### src/rtl/vmt_pkg.sv
package vmt_pkg;
  localparam int VID_W  = 12;
  localparam int MASK_W = 10;
  localparam int PORT_W = 4;
  localparam int FN_W   = 3;
  localparam int PRI_W  = 3;

  // command word bit positions (software-visible layout)
  localparam int W0_FN_LO   = 0;
  localparam int W0_BUSY    = 3;
  localparam int W0_FULL    = 4;
  localparam int W0_PORT_LO = 8;
  localparam int W0_VID_LO  = 16;
  localparam int W0_PRI_LO  = 28;
  localparam int W0_PRI_EN  = 31;
  // operand word bit positions
  localparam int W1_VALID   = 11;

  typedef enum logic [FN_W-1:0] {
    FN_NOP       = 3'd0,
    FN_FLUSH     = 3'd1,
    FN_LOAD      = 3'd2,
    FN_PURGE     = 3'd3,
    FN_DROP_PORT = 3'd4,
    FN_NEXT      = 3'd5
  } vmt_fn_e;
endpackage

### src/rtl/vmt_match.sv
module vmt_match
  import vmt_pkg::*;
#(
  parameter int N = 16,
  localparam int IW = (N > 1) ? $clog2(N) : 1
) (
  input  logic [N-1:0]            ent_valid,
  input  logic [N-1:0][VID_W-1:0] ent_vid,
  input  logic [VID_W-1:0]        key,
  output logic [N-1:0]            hit_vec,
  output logic                    hit,
  output logic [IW-1:0]           idx
);
  genvar g;
  generate
    for (g = 0; g < N; g++) begin : g_cmp
      assign hit_vec[g] = ent_valid[g] && (ent_vid[g] == key);
    end
  endgenerate

  always_comb begin
    hit = |hit_vec;
    idx = '0;
    for (int i = N - 1; i >= 0; i--) begin
      if (hit_vec[i]) idx = IW'(i);
    end
  end
endmodule

### src/rtl/vmt_next.sv
module vmt_next
  import vmt_pkg::*;
#(
  parameter int N = 16
) (
  input  logic [N-1:0]             ent_valid,
  input  logic [N-1:0][VID_W-1:0]  ent_vid,
  input  logic [N-1:0][MASK_W-1:0] ent_mask,
  input  logic [VID_W-1:0]         base_vid,
  output logic                     found,
  output logic [VID_W-1:0]         nx_vid,
  output logic [MASK_W-1:0]        nx_mask
);
  // smallest stored identifier strictly above base_vid
  always_comb begin
    found   = 1'b0;
    nx_vid  = '0;
    nx_mask = '0;
    for (int i = 0; i < N; i++) begin
      if (ent_valid[i] && (ent_vid[i] > base_vid) &&
          (!found || (ent_vid[i] < nx_vid))) begin
        found   = 1'b1;
        nx_vid  = ent_vid[i];
        nx_mask = ent_mask[i];
      end
    end
  end
endmodule

### src/rtl/vmt_store.sv
module vmt_store
  import vmt_pkg::*;
#(
  parameter int N = 16,
  localparam int IW = (N > 1) ? $clog2(N) : 1
) (
  input  logic                     clk,
  input  logic                     rst_n,
  input  logic                     go,
  input  vmt_fn_e                  fn,
  input  logic [VID_W-1:0]         cmd_vid,
  input  logic [PORT_W-1:0]        cmd_port,
  input  logic [MASK_W-1:0]        cmd_mask,
  output logic [N-1:0]             ent_valid,
  output logic [N-1:0][VID_W-1:0]  ent_vid,
  output logic [N-1:0][MASK_W-1:0] ent_mask,
  output logic                     load_full
);
  logic [N-1:0]      hit_vec;
  logic              cmd_hit;
  logic [IW-1:0]     cmd_idx;
  logic              free_hit;
  logic [IW-1:0]     free_idx;
  logic              vid_nz;
  logic              tbl_en;
  logic [MASK_W-1:0] port_bit;

  vmt_match #(.N(N)) u_cmd_match (
    .ent_valid (ent_valid),
    .ent_vid   (ent_vid),
    .key       (cmd_vid),
    .hit_vec   (hit_vec),
    .hit       (cmd_hit),
    .idx       (cmd_idx)
  );

  // lowest free slot
  always_comb begin
    free_hit = ~&ent_valid;
    free_idx = '0;
    for (int i = N - 1; i >= 0; i--) begin
      if (!ent_valid[i]) free_idx = IW'(i);
    end
  end

  genvar p;
  generate
    for (p = 0; p < MASK_W; p++) begin : g_pbit
      assign port_bit[p] = (cmd_port == PORT_W'(p));
    end
  endgenerate

  assign vid_nz    = (cmd_vid != '0);
  assign load_full = go && (fn == FN_LOAD) && vid_nz && !cmd_hit && !free_hit;
  assign tbl_en    = go && ((fn == FN_FLUSH) || (fn == FN_LOAD) ||
                            (fn == FN_PURGE) || (fn == FN_DROP_PORT));

  genvar g;
  generate
    for (g = 0; g < N; g++) begin : g_slot
      logic              v_q, v_d;
      logic [VID_W-1:0]  id_q, id_d;
      logic [MASK_W-1:0] m_q, m_d;
      logic              is_mine, is_free;

      assign is_mine = cmd_hit && (cmd_idx == IW'(g));
      assign is_free = !cmd_hit && free_hit && (free_idx == IW'(g));

      always_comb begin
        v_d  = v_q;
        id_d = id_q;
        m_d  = m_q;
        unique case (fn)
          FN_FLUSH: v_d = 1'b0;
          FN_LOAD: begin
            if (vid_nz && is_mine) begin
              m_d = cmd_mask;
            end else if (vid_nz && is_free) begin
              v_d  = 1'b1;
              id_d = cmd_vid;
              m_d  = cmd_mask;
            end
          end
          FN_PURGE: if (is_mine) v_d = 1'b0;
          FN_DROP_PORT: begin
            if (v_q && (|port_bit)) begin
              m_d = m_q & ~port_bit;
              if (m_d == '0) v_d = 1'b0;
            end
          end
          default: ;
        endcase
      end

      always_ff @(posedge clk or negedge rst_n) begin
        if (!rst_n) begin
          v_q  <= 1'b0;
          id_q <= '0;
          m_q  <= '0;
        end else if (tbl_en) begin
          v_q  <= v_d;
          id_q <= id_d;
          m_q  <= m_d;
        end
      end

      assign ent_valid[g] = v_q;
      assign ent_vid[g]   = id_q;
      assign ent_mask[g]  = m_q;

      AST_NO_VID_ZERO: assert property (@(posedge clk) disable iff (!rst_n)
        v_q |-> (id_q != '0));
    end
  endgenerate

  AST_UNIQUE_VID: assert property (@(posedge clk) disable iff (!rst_n)
    $onehot0(hit_vec));

  AST_TABLE_HOLD: assert property (@(posedge clk) disable iff (!rst_n)
    !go |=> ($stable(ent_valid) && $stable(ent_mask)));

  AST_FLUSH_EMPTY: assert property (@(posedge clk) disable iff (!rst_n)
    (go && (fn == FN_FLUSH)) |=> (ent_valid == '0));
endmodule

### src/rtl/vmt_regs.sv
module vmt_regs
  import vmt_pkg::*;
(
  input  logic              clk,
  input  logic              rst_n,
  input  logic              wr_en,
  input  logic              wr_sel,
  input  logic [31:0]       wr_data,
  input  logic              rd_sel,
  output logic [31:0]       rd_data,
  input  logic              load_full,
  input  logic              nx_found,
  input  logic [VID_W-1:0]  nx_vid,
  input  logic [MASK_W-1:0] nx_mask,
  output logic              go,
  output vmt_fn_e           fn,
  output logic [VID_W-1:0]  cmd_vid,
  output logic [PORT_W-1:0] cmd_port,
  output logic [MASK_W-1:0] cmd_mask
);
  logic              pri_en_q, pri_en_d;
  logic [PRI_W-1:0]  pri_q, pri_d;
  logic [VID_W-1:0]  vid_q, vid_d;
  logic [PORT_W-1:0] port_q, port_d;
  logic              full_q, full_d;
  logic              busy_q, busy_d;
  logic [FN_W-1:0]   fn_q, fn_d;
  logic              w1v_q, w1v_d;
  logic [MASK_W-1:0] w1m_q, w1m_d;
  logic              reg_en;
  logic              unused_bits;

  assign unused_bits = ^{wr_data[15:12], wr_data[7:5], wr_data[31:12], wr_data[10]};
  assign reg_en      = busy_q || wr_en;

  always_comb begin
    pri_en_d = pri_en_q;
    pri_d    = pri_q;
    vid_d    = vid_q;
    port_d   = port_q;
    full_d   = full_q;
    busy_d   = busy_q;
    fn_d     = fn_q;
    w1v_d    = w1v_q;
    w1m_d    = w1m_q;
    if (busy_q) begin
      busy_d = 1'b0;
      if (load_full) full_d = 1'b1;
      if (fn_q == FN_NEXT) begin
        if (nx_found) begin
          vid_d = nx_vid;
          w1v_d = 1'b1;
          w1m_d = nx_mask;
        end else begin
          w1v_d = 1'b0;
          w1m_d = '0;
        end
      end
    end else if (wr_en) begin
      if (!wr_sel) begin
        pri_en_d = wr_data[W0_PRI_EN];
        pri_d    = wr_data[W0_PRI_LO +: PRI_W];
        vid_d    = wr_data[W0_VID_LO +: VID_W];
        port_d   = wr_data[W0_PORT_LO +: PORT_W];
        busy_d   = wr_data[W0_BUSY];
        fn_d     = wr_data[W0_FN_LO +: FN_W];
        if (wr_data == '0) full_d = 1'b0;
      end else begin
        w1v_d = wr_data[W1_VALID];
        w1m_d = wr_data[MASK_W-1:0];
      end
    end
  end

  always_ff @(posedge clk or negedge rst_n) begin
    if (!rst_n) begin
      pri_en_q <= 1'b0;
      pri_q    <= '0;
      vid_q    <= '0;
      port_q   <= '0;
      full_q   <= 1'b0;
      busy_q   <= 1'b0;
      fn_q     <= '0;
      w1v_q    <= 1'b0;
      w1m_q    <= '0;
    end else if (reg_en) begin
      pri_en_q <= pri_en_d;
      pri_q    <= pri_d;
      vid_q    <= vid_d;
      port_q   <= port_d;
      full_q   <= full_d;
      busy_q   <= busy_d;
      fn_q     <= fn_d;
      w1v_q    <= w1v_d;
      w1m_q    <= w1m_d;
    end
  end

  assign go       = busy_q;
  assign fn       = vmt_fn_e'(fn_q);
  assign cmd_vid  = vid_q;
  assign cmd_port = port_q;
  assign cmd_mask = w1m_q;

  always_comb begin
    if (!rd_sel) begin
      rd_data = {pri_en_q, pri_q, vid_q, 4'b0, port_q, 3'b0,
                 full_q, busy_q, fn_q};
    end else begin
      rd_data = {20'b0, w1v_q, 1'b0, w1m_q};
    end
  end

  AST_BUSY_PULSE: assert property (@(posedge clk) disable iff (!rst_n)
    busy_q |=> !busy_q);

  AST_WR_IGNORED_BUSY: assert property (@(posedge clk) disable iff (!rst_n)
    (busy_q && (fn_q != FN_NEXT)) |=> ($stable(vid_q) && $stable(w1m_q) && $stable(port_q)));

  AST_FULL_FROM_LOAD: assert property (@(posedge clk) disable iff (!rst_n)
    $rose(full_q) |-> ($past(busy_q) && ($past(fn_q) == FN_LOAD)));

  AST_NEXT_ABOVE: assert property (@(posedge clk) disable iff (!rst_n)
    (busy_q && (fn_q == FN_NEXT) && nx_found) |=> (vid_q > $past(vid_q)));
endmodule

### src/rtl/vlan_member_table.sv
module vlan_member_table
  import vmt_pkg::*;
#(
  parameter int NUM_ENTRIES = 16,
  localparam int IW = (NUM_ENTRIES > 1) ? $clog2(NUM_ENTRIES) : 1
) (
  input  logic              clk,
  input  logic              rst_n,
  input  logic              cfg_wr_en,
  input  logic              cfg_wr_sel,
  input  logic [31:0]       cfg_wr_data,
  input  logic              cfg_rd_sel,
  output logic [31:0]       cfg_rd_data,
  input  logic [VID_W-1:0]  lk_vid,
  output logic              lk_hit,
  output logic [MASK_W-1:0] lk_mask
);
  logic [1:0] rst_sync_q;
  logic       rst_int_n;

  always_ff @(posedge clk or negedge rst_n) begin
    if (!rst_n) rst_sync_q <= 2'b00;
    else        rst_sync_q <= {rst_sync_q[0], 1'b1};
  end
  assign rst_int_n = rst_sync_q[1];

  logic                               go;
  vmt_fn_e                            fn;
  logic [VID_W-1:0]                   cmd_vid;
  logic [PORT_W-1:0]                  cmd_port;
  logic [MASK_W-1:0]                  cmd_mask;
  logic                               load_full;
  logic                               nx_found;
  logic [VID_W-1:0]                   nx_vid;
  logic [MASK_W-1:0]                  nx_mask;
  logic [NUM_ENTRIES-1:0]             ent_valid;
  logic [NUM_ENTRIES-1:0][VID_W-1:0]  ent_vid;
  logic [NUM_ENTRIES-1:0][MASK_W-1:0] ent_mask;
  logic [NUM_ENTRIES-1:0]             lk_vec;
  logic [IW-1:0]                      lk_idx;

  vmt_regs u_regs (
    .clk       (clk),
    .rst_n     (rst_int_n),
    .wr_en     (cfg_wr_en),
    .wr_sel    (cfg_wr_sel),
    .wr_data   (cfg_wr_data),
    .rd_sel    (cfg_rd_sel),
    .rd_data   (cfg_rd_data),
    .load_full (load_full),
    .nx_found  (nx_found),
    .nx_vid    (nx_vid),
    .nx_mask   (nx_mask),
    .go        (go),
    .fn        (fn),
    .cmd_vid   (cmd_vid),
    .cmd_port  (cmd_port),
    .cmd_mask  (cmd_mask)
  );

  vmt_store #(.N(NUM_ENTRIES)) u_store (
    .clk       (clk),
    .rst_n     (rst_int_n),
    .go        (go),
    .fn        (fn),
    .cmd_vid   (cmd_vid),
    .cmd_port  (cmd_port),
    .cmd_mask  (cmd_mask),
    .ent_valid (ent_valid),
    .ent_vid   (ent_vid),
    .ent_mask  (ent_mask),
    .load_full (load_full)
  );

  vmt_next #(.N(NUM_ENTRIES)) u_next (
    .ent_valid (ent_valid),
    .ent_vid   (ent_vid),
    .ent_mask  (ent_mask),
    .base_vid  (cmd_vid),
    .found     (nx_found),
    .nx_vid    (nx_vid),
    .nx_mask   (nx_mask)
  );

  vmt_match #(.N(NUM_ENTRIES)) u_lk_match (
    .ent_valid (ent_valid),
    .ent_vid   (ent_vid),
    .key       (lk_vid),
    .hit_vec   (lk_vec),
    .hit       (lk_hit),
    .idx       (lk_idx)
  );

  assign lk_mask = lk_hit ? ent_mask[lk_idx] : '0;

  AST_LK_ZERO_MISS: assert property (@(posedge clk) disable iff (!rst_int_n)
    (lk_vid == '0) |-> !lk_hit);
endmodule

### config.mk
export PLATFORM = sky130hd
export DESIGN_NAME = vlan_member_table
export DESIGN_NICKNAME = d
export VERILOG_FILES = /design/src/rtl/vmt_pkg.sv /design/src/rtl/vmt_match.sv /design/src/rtl/vmt_next.sv /design/src/rtl/vmt_store.sv /design/src/rtl/vmt_regs.sv /design/src/rtl/vlan_member_table.sv
export SDC_FILE = /design/constraint.sdc
export NUM_CORES = 2
export LEC_CHECK = 0
export ABC_AREA = 1
export BUFFER_PORTS_ARGS = -buffer_cell sky130_fd_sc_hd__buf_4
export CAP_MARGIN = 10
export CORE_MARGIN = 5
export CORE_UTILIZATION = 45
export CTS_CLUSTER_DIAMETER = 100
export DETAILED_ROUTE_END_ITERATION = 6
export SETUP_SLACK_MARGIN = 0.4
export SYNTH_ARGS = -nofsm -noshare
export SYNTH_HDL_FRONTEND = slang
export SYNTH_SLANG_ARGS = --single-unit
### constraint.sdc
create_clock -name clk -period 12.3 [get_ports clk]
set_input_delay 1.23 -clock clk [delete_from_list [all_inputs] [get_ports clk]]
set_output_delay 1.23 -clock clk [all_outputs]
set_load 0.005 [all_outputs]
==> reports/metrics.yaml <==
critical_path:
  critical-path-max-stage-delay_ps: 410
  crit_path_frequent_cell: "nand2_1"
  cp.required_ps: 12830
  cp_data_arrival_time_ps: 21970
  start_kind: "flip-flop"
  critPathKind: "reg -> reg"
  worstPathMaxFanout: 8
  endpoint_kind: "flip-flop"
  cp_slowest_cell: "dfrtp_1"
synth:
  yosysUniqueCellTypes: 62
  synth_most_common_cell: "nand2_1"
  netlist_area_mm2: 0.03487
  ys_async_sr_fraction_pct: 100.0
  ys_seq_elements: 406
  yosysTopAreaCellShare_pct: 29.13
  yosys.area.top_type: "dfrtp_1"
  avgSynthCellArea_um2: 7.054
  yosys_warnings: 0
  ys_seq_area_share_pct: 29.13
  synth_area_leaders: "dfrtp_1 29%, nand2_1 13%, ha_1 13%, o21ai_0 9.5%, nor2_1 4.5%"
  synthTopCellsByCount: "1173 x nand2_1, 662 x o21ai_0, 422 x nor2_1"
  synth_edf_count: 0
  dominantRegCellSynth: "dfrtp_1"
  syn_inst: 4944
route:
  vias_per_cell: 6.006
  drc_errors: 0
  ant_nets: 0
  wl_per_cell_um: 23.74
  drt_iter0_markers: 4272
  totalWireLength_mm: 154.9
  vias: 39192
  dr.pass1.iters: 6
pwr:
  powerDensity_mw_per_mm2: 245.8
  ir_drop_mv: 0.1389
  power.leakage_nw: 21.27
outcome:
  outcome: "complete, but fails checks"
  violations: "negative setup slack"
cells_and_area:
  drive_above_1_share_pct: 23.19
  layout.nets: 5842
  fin_util_pct: 57.83
  areaGrowthSynthToFinish_pct: 28.04
  design_area_mm2: 0.04465
place:
  dpl.hpwl_mm: 110.4
  placed_cell_area_mm2: 0.03982
  port_buffers: 87
  gp_congestion: 1.007
  pre_cts_slack_ps: -10100
clock_network:
  clkSinkCount: 406
  ctsHoldBuffers: 0
  cts_tree: "done"
  clock_latency_ps: 650
  cts_inserted_buffers: 50
  cts.clk_slew.worst_paths_ps: 70
  htree_levels: 2
  cts_max_path_buffers: 3
  root_buffer: "clkbuf_16"
timing:
  hold_viol: 0
  fmaxAchievable_mhz: 46.64
  setup_viol: 22
  rsz0062_at_grt: "yes"
  period_share_pct: 174.3
  worst_slack_ps: -9143
  fin_skew_ps: 60.36
  fin_crit_ps: 21440
  slew_headroom_pct: 12.50
  slew_viol_final: 0
  tightest_slew_ps: 1308
die:
  coreArea_mm2: 0.07721
  die_width_um: 288.4
  num_rows: 102
  start_util_pct: 45.17
  dieArea_mm2: 0.08317
  ioPinCount: 92
  die_h_um: 288.4
worst_hold_path:
  hold_class: "reg -> async"
global_routing:
  grt_usage_pct: 35.73
  grt_max_degree: 78
  grt_pass1_vias: 36841
  antenna_found_initial: 3
  grt_overflow: 0
  grt_pass1_wl_mm: 228.6
flow_run:
  cap_violations: 0
-- kinds of logic after synthesis --
family / share of synthesized area [%]
other: 0.02153
XOR/XNOR: 1.884
flip-flops: 29.13
buffers and inverters: 7.907
AO/OA/AOI/OAI: 22.13
multiplexers: 0.6386
adder cells (fa/ha/maj): 12.56
AND/OR/NAND/NOR: 25.73
-- report_power, final --
part           total (mW)  switching [mW]  internal [mW]
logic                7.30            4.03           3.27
registers            2.07           0.369           1.70
clock network        1.61           0.675          0.934
-- critical path, delay by kind of cell, from the launching register on --
family,cells,cell delay (ps)
simple gates,89,8510
compound gates,39,6340
fa+ha+maj,16,3980
buf+inv,15,1970
flops,1,410
-- layout by cell type, fill, tap and decap left out, types with 32 or more instances in the layout --
master,netlist,final
nand4_1,68,68
nand3_2,25,35
ha_4,0,57
clkbuf_16,0,50
nand2_8,0,32
a21oi_2,20,43
nor2_1,422,411
dfrtp_1,406,405
o21ai_0,662,528
nand2_4,4,63
o21ai_2,0,57
nor3_1,48,43
o211ai_1,77,77
buf_4,8,648
a31oi_1,124,123
nand3_1,244,234
o21ai_1,2,53
o22ai_1,40,40
nand2_1,1173,1080
xnor2_1,45,45
inv_1,370,355
ha_1,350,289
nand2_2,60,94
a21oi_1,221,194
-- cell type report --
cell class | count | area, µm²
clock buffer | 68 | 1449
multi-input combinational | 3916 | 24710
timing repair inverter | 1 | 7.507
inverter | 399 | 1505
timing repair buffer | 669 | 5207
fill | 7316 | 32560
antenna | 1 | 2.502
sequential | 406 | 10160
tap | 1040 | 1301
clock inverter | 25 | 310.3
-- sequential cells by signal (all words and copies together), names as in the netlist --
signal and flops:
u_regs.pri_q 3, u_store.g_slot.v_q 16, rst_sync_q 2, u_regs.pri_en_q 1, u_regs.fn 3, u_regs.cmd_port 4
u_regs.cmd_mask 10, u_regs.cmd_vid 12, u_regs.full_q 1, u_store.g_slot.id_q 192, u_regs.go 1, u_regs.w1v_q 1
u_store.g_slot.m_q 160
-- metal layers --
metal / share of wire, % / track usage [%] / vias up / wire length, µm
met3: 8.4 / 5.075 / 495 / 13070
met2: 45 / 57.44 / 1975 / 69290
met5: 0.0084 / 0 / - / 13
li1: - / - / 18136 / -
met4: 6.1 / 17.29 / 2 / 9451
met1: 41 / 47.46 / 18584 / 63070
-- final timing paths --
kind | from | to | slack, ps | cells after the start
worst max-delay path | u_regs.cmd_vid[9]$_DFFE_PN0P_ | u_regs.cmd_vid[2]$_DFFE_PN0P_ | -9140 | 159
worst min-delay path | rst_sync_q[1]$_DFF_PN0_ | u_store.g_slot[15].id_q[11]$_DFFE_PN0P_ | 320 | 0
worst max register to register | u_regs.cmd_vid[9]$_DFFE_PN0P_ | u_regs.cmd_vid[2]$_DFFE_PN0P_ | -9140 | 159
worst min register to register | rst_sync_q[1]$_DFF_PN0_ | u_store.g_slot[15].id_q[11]$_DFFE_PN0P_ | 320 | 0
max in group asynchronous | rst_sync_q[1]$_DFF_PN0_ | u_store.g_slot[8].id_q[7]$_DFFE_PN0P_ | 9210 | 3
min in group clk | rst_sync_q[0]$_DFF_PN0_ | rst_sync_q[1]$_DFF_PN0_ | 360 | 0
-- stage by stage --
step	hold slack [ps]	setup TNS, ps	total power [mW]	std cells
final	317.0	-199160	10.98	6525
after global routing	363.1	-224710	11.69	6524
after CTS	333.4	-186120	10.08	6489
after detailed placement	331.7	-220660	8.035	6334
after global placement	320.6	-213430	7.981	6334
after floorplan	331.1	-186480	5.348	4947
-- what timing repair did --
action	CTS	global route
cloned	32	3
pin swaps	64	99
gates resized for setup	242	277
buffers inserted	30	31
setup endpoints to repair	22	22
Power figures use the tool's default switching activity.
